## config.mk

```make
export PLATFORM = sky130hd
export DESIGN_NAME = wdt_resmul
export DESIGN_NICKNAME = d
export VERILOG_FILES = /design/src/rtl/wdt_pkg.sv /design/src/rtl/wdt_cfg_decode.sv /design/src/rtl/wdt_tick_sel.sv /design/src/rtl/wdt_countdown.sv /design/src/rtl/wdt_resmul.sv
export SDC_FILE = /design/constraint.sdc
export NUM_CORES = 1
export LEC_CHECK = 0
export ABC_AREA = 1
export BUFFER_PORTS_ARGS = -buffer_cell sky130_fd_sc_hd__clkbuf_2
export CORE_UTILIZATION = 56
export CTS_BUF_LIST = sky130_fd_sc_hd__clkbuf_8
export CTS_CLUSTER_DIAMETER = 80
export CTS_CLUSTER_SIZE = 25
export DETAILED_ROUTE_END_ITERATION = 6
export HOLD_SLACK_MARGIN = 0.06
export PLACE_DENSITY = 0.95
export SLEW_MARGIN = 40
export SYNTH_ARGS = -nofsm -noshare
export SYNTH_HDL_FRONTEND = slang
export SYNTH_SLANG_ARGS = --single-unit
export TNS_END_PERCENT = 5
```

## constraint.sdc

```tcl
create_clock -name clk -period 1.67 [get_ports clk]
set_input_delay 0.2505 -clock clk [delete_from_list [all_inputs] [get_ports clk]]
set_output_delay 0.2505 -clock clk [all_outputs]
set_load 0.05 [all_outputs]
```

## src/rtl/wdt_pkg.sv

```systemverilog
package wdt_pkg;
  localparam int CFG_W     = 8;
  localparam int MULT_W    = 5;
  localparam int RES_W     = 3;
  localparam int NUM_RES   = 5;
  localparam int MULT_LSB  = 2;
  localparam int RES_HI_AT = 7;

  typedef struct packed {
    logic [RES_W-1:0]  res;
    logic [MULT_W-1:0] mult;
    logic              res_ok;
    logic              fire_now;
    logic              arm;
  } wdt_dec_t;
endpackage

```

## src/rtl/wdt_cfg_decode.sv

```systemverilog
module wdt_cfg_decode
  import wdt_pkg::*;
#(
  parameter int CW = CFG_W,
  parameter int MW = MULT_W,
  parameter int RW = RES_W,
  parameter int NR = NUM_RES
) (
  input  logic [CW-1:0] raw,
  output wdt_dec_t      dec
);
  localparam int LOW_RES = RW - 1;

  logic [RW-1:0] res_w;
  logic [MW-1:0] mult_w;
  logic          ok_w;
  logic          zero_m;
  logic          off_w;

  always_comb begin
    res_w  = {raw[RES_HI_AT], raw[LOW_RES-1:0]};
    mult_w = raw[MULT_LSB +: MW];
    ok_w   = (32'(res_w) < NR);
    zero_m = (mult_w == '0);
    off_w  = (raw == '0);
    dec.res      = res_w;
    dec.mult     = mult_w;
    dec.res_ok   = ok_w;
    dec.fire_now = ok_w && zero_m && (res_w != '0);
    dec.arm      = ok_w && !zero_m && !off_w;
  end
endmodule

```

## src/rtl/wdt_tick_sel.sv

```systemverilog
module wdt_tick_sel
  import wdt_pkg::*;
#(
  parameter int RW = RES_W,
  parameter int NR = NUM_RES
) (
  input  logic [NR-1:0] tick_en,
  input  logic [RW-1:0] res,
  output logic          tick
);
  logic [NR-1:0] hit;

  for (genvar i = 0; i < NR; i++) begin : g_res
    assign hit[i] = tick_en[i] && (res == RW'(i));
  end

  assign tick = |hit;
endmodule

```

## src/rtl/wdt_countdown.sv

```systemverilog
module wdt_countdown
  import wdt_pkg::*;
#(
  parameter int MW = MULT_W
) (
  input  logic          clk,
  input  logic          rst_n,
  input  logic          load,
  input  logic          load_arm,
  input  logic [MW-1:0] load_val,
  input  logic          tick,
  output logic          expire
);
  logic [MW-1:0] cnt_q;
  logic          run_q;
  logic          last;

  assign last   = (cnt_q == MW'(1));
  assign expire = !load && run_q && tick && last;

  always_ff @(posedge clk or negedge rst_n) begin
    if (!rst_n) begin
      cnt_q <= '0;
      run_q <= 1'b0;
    end else if (load) begin
      cnt_q <= load_val;
      run_q <= load_arm;
    end else if (run_q && tick) begin
      if (last) begin
        cnt_q <= '0;
        run_q <= 1'b0;
      end else begin
        cnt_q <= cnt_q - MW'(1);
      end
    end
  end
endmodule

```

## src/rtl/wdt_resmul.sv

```systemverilog
module wdt_resmul
  import wdt_pkg::*;
#(
  parameter int CW = CFG_W,
  parameter int MW = MULT_W,
  parameter int RW = RES_W,
  parameter int NR = NUM_RES
) (
  input  logic          clk,
  input  logic          rst_n,
  input  logic [NR-1:0] tick_en,
  input  logic          cfg_wr,
  input  logic [CW-1:0] cfg_wdata,
  input  logic          flag_rd,
  output logic [CW-1:0] cfg_rdata,
  output logic          wdt_irq,
  output logic          wdt_flag
);
  logic [CW-1:0] cfg_q;
  wdt_dec_t      cur_dec;
  wdt_dec_t      new_dec;
  logic          sel_tick;
  logic          expire;
  logic          irq_q;
  logic          flag_q;
  logic          set_ev;

  wdt_cfg_decode #(.CW(CW), .MW(MW), .RW(RW), .NR(NR)) u_dec_cur (
    .raw (cfg_q),
    .dec (cur_dec)
  );

  wdt_cfg_decode #(.CW(CW), .MW(MW), .RW(RW), .NR(NR)) u_dec_new (
    .raw (cfg_wdata),
    .dec (new_dec)
  );

  wdt_tick_sel #(.RW(RW), .NR(NR)) u_sel (
    .tick_en (tick_en),
    .res     (cur_dec.res),
    .tick    (sel_tick)
  );

  wdt_countdown #(.MW(MW)) u_cnt (
    .clk      (clk),
    .rst_n    (rst_n),
    .load     (cfg_wr),
    .load_arm (new_dec.arm),
    .load_val (new_dec.mult),
    .tick     (sel_tick && cur_dec.res_ok),
    .expire   (expire)
  );

  assign set_ev = (cfg_wr && new_dec.fire_now) || expire;

  always_ff @(posedge clk or negedge rst_n) begin
    if (!rst_n) begin
      cfg_q  <= '0;
      irq_q  <= 1'b0;
      flag_q <= 1'b0;
    end else begin
      if (cfg_wr) begin
        cfg_q <= cfg_wdata;
        irq_q <= new_dec.fire_now;
      end else if (expire) begin
        irq_q <= 1'b1;
      end
      if (set_ev)
        flag_q <= 1'b1;
      else if (flag_rd)
        flag_q <= 1'b0;
    end
  end

  assign cfg_rdata = cfg_q;
  assign wdt_irq   = irq_q;
  assign wdt_flag  = flag_q;
endmodule

```

---- Word level (Yosys, flattened, before mapping) ----
Cells that the tools add are included.
word-level totals
  bits in registers ....................... 16
  input bits .............................. 17
  output and inout bits ................... 10
  word-level logic and storage cells ...... 52
cells by class
  add/sub/neg operators ................... 1
  $lt $le $gt $ge ......................... 2
  equal/unequal tests ..................... 5
  mux-type cells .......................... 10
  reduce and logical (&&, ||, !) cells .... 29
operator list
  operator                                                             count
  1-bit logical AND                                                    15
  5-bit 2-to-1 mux                                                     3
  8-bit zero test                                                      1
  2-bit nonzero test                                                   4
  1-bit 2-to-1 mux                                                     7
  3-bit by 2-bit == test with 1-bit output (second input constant)     2
  3-bit less-than comparator (second input constant)                   2
  5-bit by 1-bit == test with 1-bit output (second input constant)     1
  5-bit zero test                                                      1
  5-bit OR reduction                                                   1
  5-bit by 1-bit subtractor with 5-bit output (second input constant)  1
  3-bit by 1-bit == test with 1-bit output (second input constant)     1
  3-bit == test (second input constant)                                1
  1-bit zero test                                                      3
  3-bit zero test                                                      1
  3-bit nonzero test                                                   1
  2-bit AND reduction                                                  1
  1-bit logical OR                                                     1

---- Longest topological paths before layout ----
Gate-level depths: netlist (run 1).
  depth after elaboration ................. 8
  mapped depth ............................ 9

---- By module ----
A second synthesis (run 1) with hierarchy kept.
second synthesis, totals
  cell total of the unflattened synthesis .. 160
  area, all modules ....................... 1134.8 um^2
by module, submodules not included
  module          times used  cells each  area each (um^2)  seq. area each (um^2)
  wdt_countdown   1           57          431.7             150.1
  wdt_resmul      1           44          396.6             250.2
  wdt_cfg_decode  2           21          118.9             0.0
  wdt_tick_sel    1           17          68.8              0.0

---- Worst setup path after synthesis (run 1) ----
No wires, ideal clock.
  path type ............................... reg-to-reg
  start ................................... register cfg_q[0] (netlist: cfg_rdata[0])
  end ..................................... register u_cnt.cnt_q[3]
  arrival time ............................ 1.271 ns
  data required time ...................... 1.554 ns
  setup slack ............................. 0.282 ns
  stages on the path, launching flop included .. 10
  buffers on the path ..................... 0
  cell sequence ........................... dfrtp_1 > inv_2 > nand2_1 > nand3_1 > nand2_1 > nand2_1 > nand2_2 > nand2_4 > nand2_1 > nand2_1
between the ends
  word-level cells in the longest chain between the ends .. 6
  elaborated cells between the ends (all ways) .. 15
RTL lines
  what                                                              RTL line             text
  start, declared                                                   wdt_resmul.sv:19     logic [CW-1:0] cfg_q;
  start signal, assigned                                            wdt_resmul.sv:63     cfg_q <= cfg_wdata;
  3-bit by 1-bit == test with 1-bit output (tied with other cells)  wdt_tick_sel.sv:14   assign hit[i] = tick_en[i] && (res == RW'(i));
  1-bit logical AND                                                 wdt_tick_sel.sv:14
  5-bit OR reduction                                                wdt_tick_sel.sv:17   assign tick = |hit;
  1-bit logical AND *                                               wdt_resmul.sv:50     .tick (sel_tick && cur_dec.res_ok),
  1-bit logical AND *                                               wdt_countdown.sv:28  end else if (run_q && tick) begin
  2-bit nonzero test (no source line) *                             n/a
  end signal, assigned                                              wdt_countdown.sv:26  cnt_q <= load_val;
  end signal, assigned                                              wdt_countdown.sv:33  cnt_q <= cnt_q - MW'(1);
  end, declared                                                     wdt_countdown.sv:14  logic [MW-1:0] cnt_q;
Mark *: on every way between the ends. The rest lies on a longest branch, timed or not.
A chain may end at the register's enable or synchronous reset.

---- Worst setup path in the final report (run 1) ----
  start ................................... register u_cnt.cnt_q[0]
  end ..................................... register u_cnt.cnt_q[3]
between the ends
  word-level cells in the longest chain between the ends .. 4
  elaborated cells between the ends (all ways) .. 5
RTL lines
  what                                                                                                     RTL line                                  text
  5-bit by 1-bit subtractor with 5-bit output or 5-bit by 1-bit == test with 1-bit output (tied branches)  wdt_countdown.sv:33, wdt_countdown.sv:18
  5-bit 2-to-1 mux *                                                                                       wdt_countdown.sv:29                       if (last) begin
  5-bit 2-to-1 mux *                                                                                       wdt_countdown.sv:28
  5-bit 2-to-1 mux *                                                                                       wdt_countdown.sv:25                       end else if (load) begin
Mark *: on every way between the ends. The rest lies on a longest branch, timed or not. The select of a mux whose other input is x is not followed.

==> results.txt, run 1 <==
The tightest min-delay check is of the in2reg type. The average wire per standard cell works out to 11.7 um. The initialized floorplan defines 13 standard-cell rows.

Total wirelength of the detailed-routed design: 1850 um. The worst ir drop on vdd was 0.860 mV. The tools report the first-pass GRT wire length as 2860 um. The run gives 0 as the final setup violation count.

By instance count, the cell type seen most on the critical path is nand2_1. In this run the critical register-to-register path is launched from u_cnt.cnt_q[0]. The total power draw was 1190 uW. TritonCTS built the clock tree.

The number of nets handed over by synthesis was 133. Initial antenna violation count: 0. The worst register-to-register path ends at u_cnt.cnt_q[3].

The tools report the clock sink count as 16. Ranked by total cell area, the synthesized netlist is headed by dfrtp_1 (46%), nand2_1 (21%), nand3_1 (6.9%). The power dissipated by switching net loads was 416 uW. The share of power burned in combinational logic was 30.3%; the count of vias placed by the detailed router was 826. For this design the top-level I/O count stands at 27.

The top cell type by area accounts for 46.2% of the synthesized area. The critical path startpoint category was a register. The layout-stage area growth over the synthesis result came out at 23.5%. The effective utilization at floorplan was 63.5%. The total of warnings raised by yosys was 0; the relative max-transition margin was 73.8%. Each instance of the synthesized netlist takes up on average 7.61 sq um. Of the cells placed in the final design, the portion with a size suffix greater than 1 is 27.3%. For the worst setup path, the data arrival time is 1500 ps. The run gives 360 ps as the setup slack of the worst register-to-register path. Clock latency on the worst-skew pair, taken at its later pin, is 250 ps.

After clock tree synthesis, the clock-pin slew on the worst setup and hold paths is 60 ps. The die height is 41.4 um, and the maximum number of pins on one net before global-route repair is 17. Once layout is done, the placed cells without fillers occupy 1070 sq um.

The tools report the max-slew violation count as 0. Synthesis inferred 16 register bits. Setup repair after global routing left no endpoint under its margin. The run gives 4 as the number of detailed-route iterations in the first pass. Timing would allow up to 0.763 GHz. Leaving out fill and tap cells, the most frequent cells in the layout are nand2_1 (48), clkbuf_2 (26), dfrtp_1 (16). The critical path contains buffers and inverters numbering 0 combined. The slowest stage of the critical path is the dfrtp_1 cell. The most frequent standard cell in the layout excluding fill and tap cells was nand2_1. The worst register-to-register path has a depth of 6. The tool flagged a number of max-cap violations equal to 0. The area of the mapped netlist came out at 867 sq um. The number of DRC violations after detailed-routing iteration 0 is 30, and the number of global-route vias before repair is 679. The tools report the post-cts resize count as 0.

The number of filler cells placed in the layout was 95. The worst setup path is of the reg2reg kind. The post-synthesis cell type count came out at 21.

Aggregate global-route resource usage: 27.1%. The maximum count of clock buffers along a single path is 2. The run finished with clean final reports.

The delay contributed by the slowest stage of the critical path is 410 ps, and the die footprint is 1710 sq um. Largest driver fanout on the critical path: 4. Data on the critical path is required at its endpoint by 1860 ps.

The net switching fraction of the power came out at 34.9%. The time the final worst path needs with I/O delays and setup is 1310 ps, and the sum of overflow across all layers after global routing is 0. The run gives 0 as the antenna diode instance count. The logs give 0 for the count of final hold-check violations and 163 for the number of nets in the final layout. The path with the worst hold slack has its endpoint at wdt_flag.

The number of buffers added on ports was 26. Dividing the detail-routed via count by the number of cells gives 5.23. The worst path uses 78.5% of the clock period. The core region is 1370 sq um.

After detailed placement, the total cell area comes to 1010 sq um. The tools report the critical path capture point type as a register. CTS placed an instance of clkbuf_8 at the clock tree root. The cell internal power dissipation is 776 uW, and the die span in x is 41.4 um. The number of nets still failing antenna checks after routing is 0. The DRC violation count after routing was 0; the transition time of the tightest slew-check pin was 393 ps. Traced cell by cell, the critical path runs through ha_1, a31oi_1, nand2_1, nand2_1, nand2_1, nand2_1. The run gives 0 ps as the setup TNS. The critical path's top delay family is flip-flops.

In this run, flip-flops and latches consume 41.1% of the power. The TritonCTS buffer count is 3, and the HPWL reported at the end of detailed placement is 1380 um. The cell count after synthesis came out at 114. The leakage power summed over all cells is 0.000608 uW, and the share of the yosys chip area belonging to registers is 46.2%. The worst hold path depth is 2, and the worst hold slack after final layout is 221 ps.

The tools report the final RePlAce weighted congestion as 0.936. Setup clock skew after layout: 4.03 ps. The H-tree level count was 1.

Power density of the placed cells: 1110 nW/um^2. The clock network accounts for 28.6% of the total power. dfrtp_1 takes more of the synthesized area than any other cell. The worst hold path begins at flag_rd.
## power by group through the flow
| stage | Sequential [uW] | Clock [uW] | Combinational [uW] |
|---|---|---|---|
| final | 490 | 341 | 361 |
| after global routing | 496 | 360 | 412 |
| after CTS | 489 | 345 | 363 |
| after detailed placement | 495 | 0 | 359 |
| after global placement | 492 | 0 | 348 |
| after floorplan | 560 | 0 | 200 |
## metrics by stage
| step | setup WS [ps] | util (%) | instances |
|---|---|---|---|
| after floorplan | 282 | - | 114 |
| after global placement | 392 | 73.6 | 153 |
| after detailed placement | 357 | 73.6 | 153 |
| after CTS | 362 | 78.4 | 158 |
| after global routing | 167 | 78.4 | 158 |
| final | 360 | 78.4 | 158 |
## synthesized netlist by cell type
library cell,count
nor2_2,1
nand2_1,48
buf_2,2
xnor2_1,1
a31oi_1,1
nor3_2,1
nor2_1,4
inv_2,2
o211ai_1,2
inv_1,11
o21ai_2,1
xor2_1,2
a21oi_1,1
ha_1,2
nand3_1,12
nand2_4,1
dfrtp_1,16
o21ai_0,3
a21boi_2,1
or2_2,1
nand2_2,1
## metal layers
| metal | GRT usage (%) | part of all wire [%] | routed length (um) |
|---|---|---|---|
| met5 | 0 | 0 | 0 |
| met4 | 15.3 | 3.9 | 73 |
| met3 | 4.79 | 4.6 | 85 |
| met2 | 46.1 | 48 | 893 |
| met1 | 32.1 | 43 | 797 |
## registers in the layout (all words and copies together) (netlist names)
register     count
cfg_rdata        8
u_cnt.cnt_q      5
u_cnt.run_q      1
wdt_flag         1
wdt_irq          1
## how the worst max path moves through the flow
| stage | startpoint | to | slack, ps | cells past startpoint |
|---|---|---|---|---|
| after floorplan | cfg_rdata[0] | u_cnt.cnt_q[3] | 280 | 9 |
| after global placement | cfg_wr | wdt_irq | 390 | 7 |
| after detailed placement | cfg_wr | wdt_irq | 360 | 7 |
| after CTS | u_cnt.cnt_q[0] | u_cnt.cnt_q[3] | 360 | 6 |
| after global routing | u_cnt.cnt_q[0] | u_cnt.cnt_q[3] | 170 | 6 |
| final | u_cnt.cnt_q[0] | u_cnt.cnt_q[3] | 360 | 6 |
## cell type report
cell class              count  area, sq um  share of cell area, %
clock buffers               4         55.1                   5.14
inverters                  13         48.8                   4.56
multi-input cells          83          408                   38.1
flip-flops and latches     16          400                   37.4
well taps                  15         18.8                   1.75
repair buffers             27          140                   13.1
## timing repair
action	4_1_cts	5_1_grt
setup buffers	0	0
hold buffers	1	0
endpoints found under the setup margin	0	0
endpoints found under the hold margin	16	0
## cell families after synthesis
group / count (synthesis) / share of synthesized area, %
fa+ha+maj: 2 / 2.89
simple gates: 69 / 34.1
xor+xnor: 3 / 3.03
buf+inv: 15 / 6.78
compound gates: 9 / 7.07
flops: 16 / 46.2
(Power assumes the default switching activity.)
==> run 2, diff against run 1 <==
--- a/config.mk
+++ b/config.mk
@@ -7,13 +7,13 @@
 export LEC_CHECK = 0
 export ABC_AREA = 1
 export BUFFER_PORTS_ARGS = -buffer_cell sky130_fd_sc_hd__clkbuf_2
-export CORE_UTILIZATION = 56
+export CORE_UTILIZATION = 52
 export CTS_BUF_LIST = sky130_fd_sc_hd__clkbuf_8
 export CTS_CLUSTER_DIAMETER = 80
 export CTS_CLUSTER_SIZE = 25
 export DETAILED_ROUTE_END_ITERATION = 6
 export HOLD_SLACK_MARGIN = 0.06
-export PLACE_DENSITY = 0.95
+export PLACE_DENSITY = 0.91
 export SLEW_MARGIN = 40
 export SYNTH_ARGS = -nofsm -noshare
 export SYNTH_HDL_FRONTEND = slang
==> constraint.sdc (replaced) <==
create_clock -name clk -period 1.33 [get_ports clk]
set_input_delay 0.1995 -clock clk [delete_from_list [all_inputs] [get_ports clk]]
set_output_delay 0.1995 -clock clk [all_outputs]
set_load 0.05 [all_outputs]
==> results.txt, run 2 (synthesis results as in run 1) <==
The relative max-transition margin was 71.8%. Effective utilization at floorplan: 56.9%. The number of DRC violations after detailed-routing iteration 0 is 15, and the power dissipated by switching net loads is 545 uW. The worst register-to-register path has a setup slack of 60 ps. Traced cell by cell, the critical path runs through nor2_1, nand3_1, nor2_1, nand3_1, nand3_1, nand2_1. The worst path uses 95.6% of the clock period. For the pin with the worst max-slew slack, the measured transition is 422 ps. In this run the worst hold path is classified as in2reg. For this run, the top clock speed supported by timing is 0.786 GHz.

Entering global routing, the biggest net connects 17 pins. The floorplan has 14 rows. Count of final hold-check violations: 0.

The max-slew violation count was 0. The post-layout worst setup margin is 57.9 ps. The die height came out at 42.8 um.

In the layout the commonest cells are nand2_1 (48), clkbuf_2 (26), dfrtp_1 (15). The cell seen most often among critical-path stages is nand3_1. The H-tree level count is 1, and the core area is 1520 sq um.

The DRC violation count after routing was 0. The smallest clock period supported by the final layout is computed as 1270 ps. Worst ir drop on vdd: 0.888 mV. STA classifies the critical path startpoint as a register. The footprint of the flip-flops and latches is 402 sq um, and the layout-stage area growth over the synthesis result is 26.3%. After detailed routing, the total wire length is 2010 um.

The number of nets still failing antenna checks after routing came out at 0. Worst-path cell with the longest stage delay: dfrtp_1. In this run the post-CTS setup repair buffer count came out at 0. Clock-pin slew was measured on the worst setup and hold paths at 60 ps. Largest driver fanout on the critical path: 4.

Most frequent standard cell in the layout excluding fill and tap cells: nand2_1. The aggregate global-route resource usage is 24.2%, and the antenna diode instance count is 0. Sequential cells burn 40.4% of the power. The filler cells instantiated in the layout total 130. The initial antenna violation count is 0, and the number of flip-flops under the largest register name is 8.

The total power draw is 1530 uW, and the max-cap violation count is 0. The later pin in the worst-skew pair is clocked with a latency of 250 ps. Routability-driven placement finished with a final weighted congestion of 0.910.

The finished cells cover 1090 sq um. The die span in x works out to 42.8 um. The critical path capture point type is a register. Of the cells placed in the final design, the portion with a size suffix greater than 1 is 29.7%. Final setup violation count: 0.

The final route contains 839 vias. By startpoint and endpoint, the worst setup path is classified as reg2reg. The multi-input combinational cells in the finished layout cover a total of 414 sq um. The worst hold path depth is 2, and the maximum count of clock buffers along a single path is 2.

For the setup slack after placement, the log shows 77.9 ps. The tools report the part of the power in the clock network as 27.9%. For this design the ratio of total power to cell area is 1400 nW/um^2.

The critical path arrival is 1420 ps, and the share of power burned in combinational logic is 31.6%. At the worst endpoint, the required time is 1470 ps. The run finished with clean final reports.

The number of global-route vias before repair is 816. The worst register-to-register path ends at u_cnt.run_q. The run gives 1020 sq um as the area after detailed placement.

The number of nets in the final layout came out at 165. Cell internal power dissipation: 983 uW. For hold timing, the worst endpoint is wdt_flag. In the routed layout, each cell is associated on average with a via count of 5.21.

Setup repair after global routing could not meet its margin everywhere. In this run the most critical hold path is launched from flag_rd. Of the total power, the share spent switching nets is 35.7%. The worst register-to-register path has a depth of 6. The number of buffers added on ports works out to 26.

For this run, the number of standard cells in the final layout without fillers is 161. In the final routed layout, each cell accounts on average for 12.5 um. The worst register-to-register path begins at u_cnt.cnt_q[2]. For the HPWL reported at the end of detailed placement, the log shows 1420 um. The logs give 27 for the number of top-level design ports and 0 for the sum of overflow across all layers after global routing. The number of clock buffers added by TritonCTS is 3. On the worst path, the slowest cell contributes a delay of 420 ps. The logs give 16 for the clock sink count and 4 for the number of detailed-route iterations in the first pass. After detailed placement, the design holds a cell count of 156. The tools report the die footprint as 1830 sq um.

Setup clock skew after layout: 4.20 ps. TritonCTS built the clock tree. The first global-routing pass estimated 3300 um of wire. CTS root buffer: clkbuf_8.

The analysis attributes to cell leakage a power of 0.000617 uW.
==> run 2: final cells by class <==
| type | instances | share of cell area [%] |
|---|---|---|
| Multi-Input combinational cell | 83 | 37.8 |
| Sequential cell | 16 | 36.7 |
| Timing Repair Buffer | 29 | 14.2 |
| Clock buffer | 4 | 5.03 |
| Inverter | 13 | 4.46 |
| Tap cell | 16 | 1.83 |
==> run 2: metal layers <==
| metal | GRT usage, % | vias up | part of all wire (%) |
|---|---|---|---|
| li1 | - | 418 | - |
| met1 | 28.6 | 383 | 41 |
| met2 | 42.4 | 36 | 52 |
| met3 | 5.11 | 2 | 5.9 |
| met4 | 9.38 | 0 | 0.75 |
| met5 | 0 | - | 0 |
==> run 2: worst max-delay path by stage <==
| stage | slack (ps) | depth (start not counted) | to | startpoint |
|---|---|---|---|---|
| 2_1_floorplan | 2 | 7 | u_cnt.cnt_q[3] | cfg_rdata[1] |
| 3_3_place_gp | 130 | 6 | u_cnt.cnt_q[2] | u_cnt.cnt_q[0] |
| 3_5_place_dp | 80 | 6 | u_cnt.cnt_q[2] | u_cnt.cnt_q[0] |
| 4_1_cts | 60 | 6 | u_cnt.cnt_q[2] | u_cnt.cnt_q[0] |
| 5_1_grt | -70 | 7 | u_cnt.run_q | u_cnt.cnt_q[1] |
| 6_report | 60 | 6 | u_cnt.run_q | u_cnt.cnt_q[2] |
==> run 2: worst max-delay path, delay by kind of cell (launching register included) <==
kind	cells	cell delay, ps
flip-flops	1	420
AND/OR/NAND/NOR	6	750
==> run 2: power groups by stage <==
stage	Sequential, uW	Combinational, uW	Clock (uW)
after CTS	616	465	433
after global routing	628	534	451
after floorplan	704	252	0
final	618	483	427
after detailed placement	622	461	0
after global placement	618	438	0
==> run 2: repair_timing <==
| action | CTS | global route |
|---|---|---|
| hold buffers | 1 | 0 |
| setup endpoints to repair | 0 | 5 |
| resized for setup | 0 | 1 |
| endpoints found under the hold margin | 16 | 0 |
==> run 2: stage by stage <==
step | TNS, ps | hold WS [ps] | util [%]
6_report | 0 | 156 | 71.8
5_1_grt | -107 | 175 | 71.8
4_1_cts | 0 | 160 | 71.4
3_5_place_dp | 0 | 151 | 67.2
3_3_place_gp | 0 | 139 | 67.2
2_1_floorplan | 0 | -96.1 | -
==> run 3, diff against run 2 <==
--- a/config.mk
+++ b/config.mk
@@ -6,14 +6,14 @@
 export NUM_CORES = 1
 export LEC_CHECK = 0
 export ABC_AREA = 1
-export BUFFER_PORTS_ARGS = -buffer_cell sky130_fd_sc_hd__clkbuf_2
-export CORE_UTILIZATION = 52
+export CORE_UTILIZATION = 64
 export CTS_BUF_LIST = sky130_fd_sc_hd__clkbuf_8
 export CTS_CLUSTER_DIAMETER = 80
 export CTS_CLUSTER_SIZE = 25
 export DETAILED_ROUTE_END_ITERATION = 6
+export DONT_BUFFER_PORTS = 1
 export HOLD_SLACK_MARGIN = 0.06
-export PLACE_DENSITY = 0.91
+export PLACE_DENSITY = 0.9
 export SLEW_MARGIN = 40
 export SYNTH_ARGS = -nofsm -noshare
 export SYNTH_HDL_FRONTEND = slang
==> results.txt, run 3 (synthesis results as in run 1) <==
Highest attainable clock frequency: 0.783 GHz. The analysis attributes to cell leakage a power of 0.000534 uW. The TritonCTS buffer count is 3, and the number of DRC violations after detailed-routing iteration 0 is 23. The average vias per placed instance is 5.58. The worst hold slack after final layout was 72.4 ps. Path type of the worst min-delay path: in2reg. The detail route stage leaves a number of antenna-violating nets equal to 0. The clock-pin slew of the registers on the worst-case setup and hold paths is 60 ps. The final RePlAce weighted congestion is 0.920.

Leaving out fill and tap cells, the most frequent cell in the layout is nand2_1. The clock insertion delay at the later pin of the skew report was 250 ps. The DRC violation count after routing came out at 0. The critical path is of the reg2reg type. For this run, the post-layout net count is 144. The logs give 27 for the number of top-level design ports and 17 for the maximum number of pins on one net before global-route repair. Once detailed placement completed, the half-perimeter wirelength came to 1360 um. The post-CTS repair timing setup buffer count was 0; the setup TNS was 0 ps. No sink is reached through more buffers than the 2 on the longest clock path. For the worst setup path, the data required time is 1470 ps.

The H-tree level count was 1; the die footprint was 1510 sq um. The routed design has 1960 um of wire. In the global route stage, overall resource usage came out at 32.4%. The critical path startpoint category was a register. On the final layout, the worst clock skew is 3.06 ps. At the placement stage, the worst setup path has a slack of 24.5 ps. The relative max-transition margin is 51.7%, and the number of buffers added on ports is 0. Across the VDD grid, the largest voltage drop is 1.10 mV.

For this configuration, the core starts out at a cell density of 73.1%. In the layout the commonest cells are nand2_1 (48), dfrtp_1 (15), inv_1 (12). The die height is 38.8 um. The repair_antennas step left the layout with diodes totalling 0. The count of final hold-check violations is 0, and the power density of the placed cells is 1430 nW/um^2. At the worst endpoint, the arrival time is 1420 ps.

The max-cap violation count came out at 0. The floorplan step defined a core boundary enclosing 1190 sq um. The post-route fraction of the period consumed by the critical path is 96.0%, and the die span in x is 38.8 um. The run finished with clean final reports. TritonCTS built the clock tree. The CTS root buffer was clkbuf_8. Setup repair after global routing could not meet its margin everywhere.

After layout, the minimum clock period comes to 1280 ps. Relative to the synthesized area, the layout overhead comes to 16.2%. The max-slew violation count was 0. The average wire per standard cell is 14.2 um, and the post-layout worst setup margin is 53.3 ps. The initial antenna violation count came out at 0. Across all layers, the routed design uses 770 vias. The register with the most flip-flops in the layout has 8 of them. The sum of overflow across all layers after global routing came out at 0. Row generation in the floorplan step produced 12 rows.

The share of layout cells above drive strength 1 is 18.5%. For this design, the sink count on the clock tree is 16. Number of global-route vias before repair: 723. Before antenna repair, the detailed router went through 4 iterations.

The largest driver fanout on the critical path was 3. The critical path capture point type is a register. The tools report the final setup violation count as 0. The transition time of the tightest slew-check pin is 723 ps.

The first-pass GRT wire length was 3150 um.
## run 3: changes by cell type in the layout (fill, tap and decap cells not counted), sizes merged
cell,delta
dlygate4sd3,+1
buf,+4
inv,+1
clkbuf,-27
## run 3: metal layers
layer / GRT usage, % / wire [um]
met1: 35.1 / 788
met2: 53.8 / 1020
met5: 0 / 0
met3: 11.0 / 99
met4: 19.8 / 55
## run 3: layout make-up
type	instances	area, sq um
multi-input cells	83	429
flip-flops and latches	16	402
fillers	62	179
repair buffers	8	65.1
inverters	13	48.8
clock buffers	3	41.3
well taps	14	17.5
clock inverters	1	3.75
## run 3: final timing paths
check / from / to / slack, ps / cells past startpoint
max in group asynchronous: rst_n / cfg_rdata[0] / 380 / 1
worst max register to register: u_cnt.cnt_q[1] / u_cnt.run_q / 50 / 7
worst min-delay path: flag_rd / wdt_flag / 70 / 1
worst min register to register: u_cnt.run_q / u_cnt.run_q / 500 / 2
worst max-delay path: u_cnt.cnt_q[1] / u_cnt.run_q / 50 / 7
min in group asynchronous: rst_n / cfg_rdata[1] / 450 / 1
## run 3: worst max-delay path, stage by stage, from the launching register on
cell and delay (ps):
dfrtp_1 380, inv_1 120, ha_2 210, nand3_1 80, nor2_1 100, nand3_1 130, nand3_1 100, nand2_1 50
## run 3: report_power, final
part / internal [uW] / switching [uW]
clock network: 205 / 162
logic: 148 / 246
registers: 558 / 117
## run 3: stage by stage
step,util (%),total power [uW],cell area (sq um),instances
after global placement,77.6,1010,921,132
after global routing,84.9,1530,1010,138
after CTS,83.1,1420,986,138
after detailed placement,77.6,1040,921,132
final,84.9,1440,1010,138
after floorplan,-,955,868,114
## run 3: repair_timing
item,4_1_cts,5_1_grt
endpoints found under the setup margin,0,5
gates resized for setup,0,5
hold endpoints to repair,18,0
hold buffers,2,0
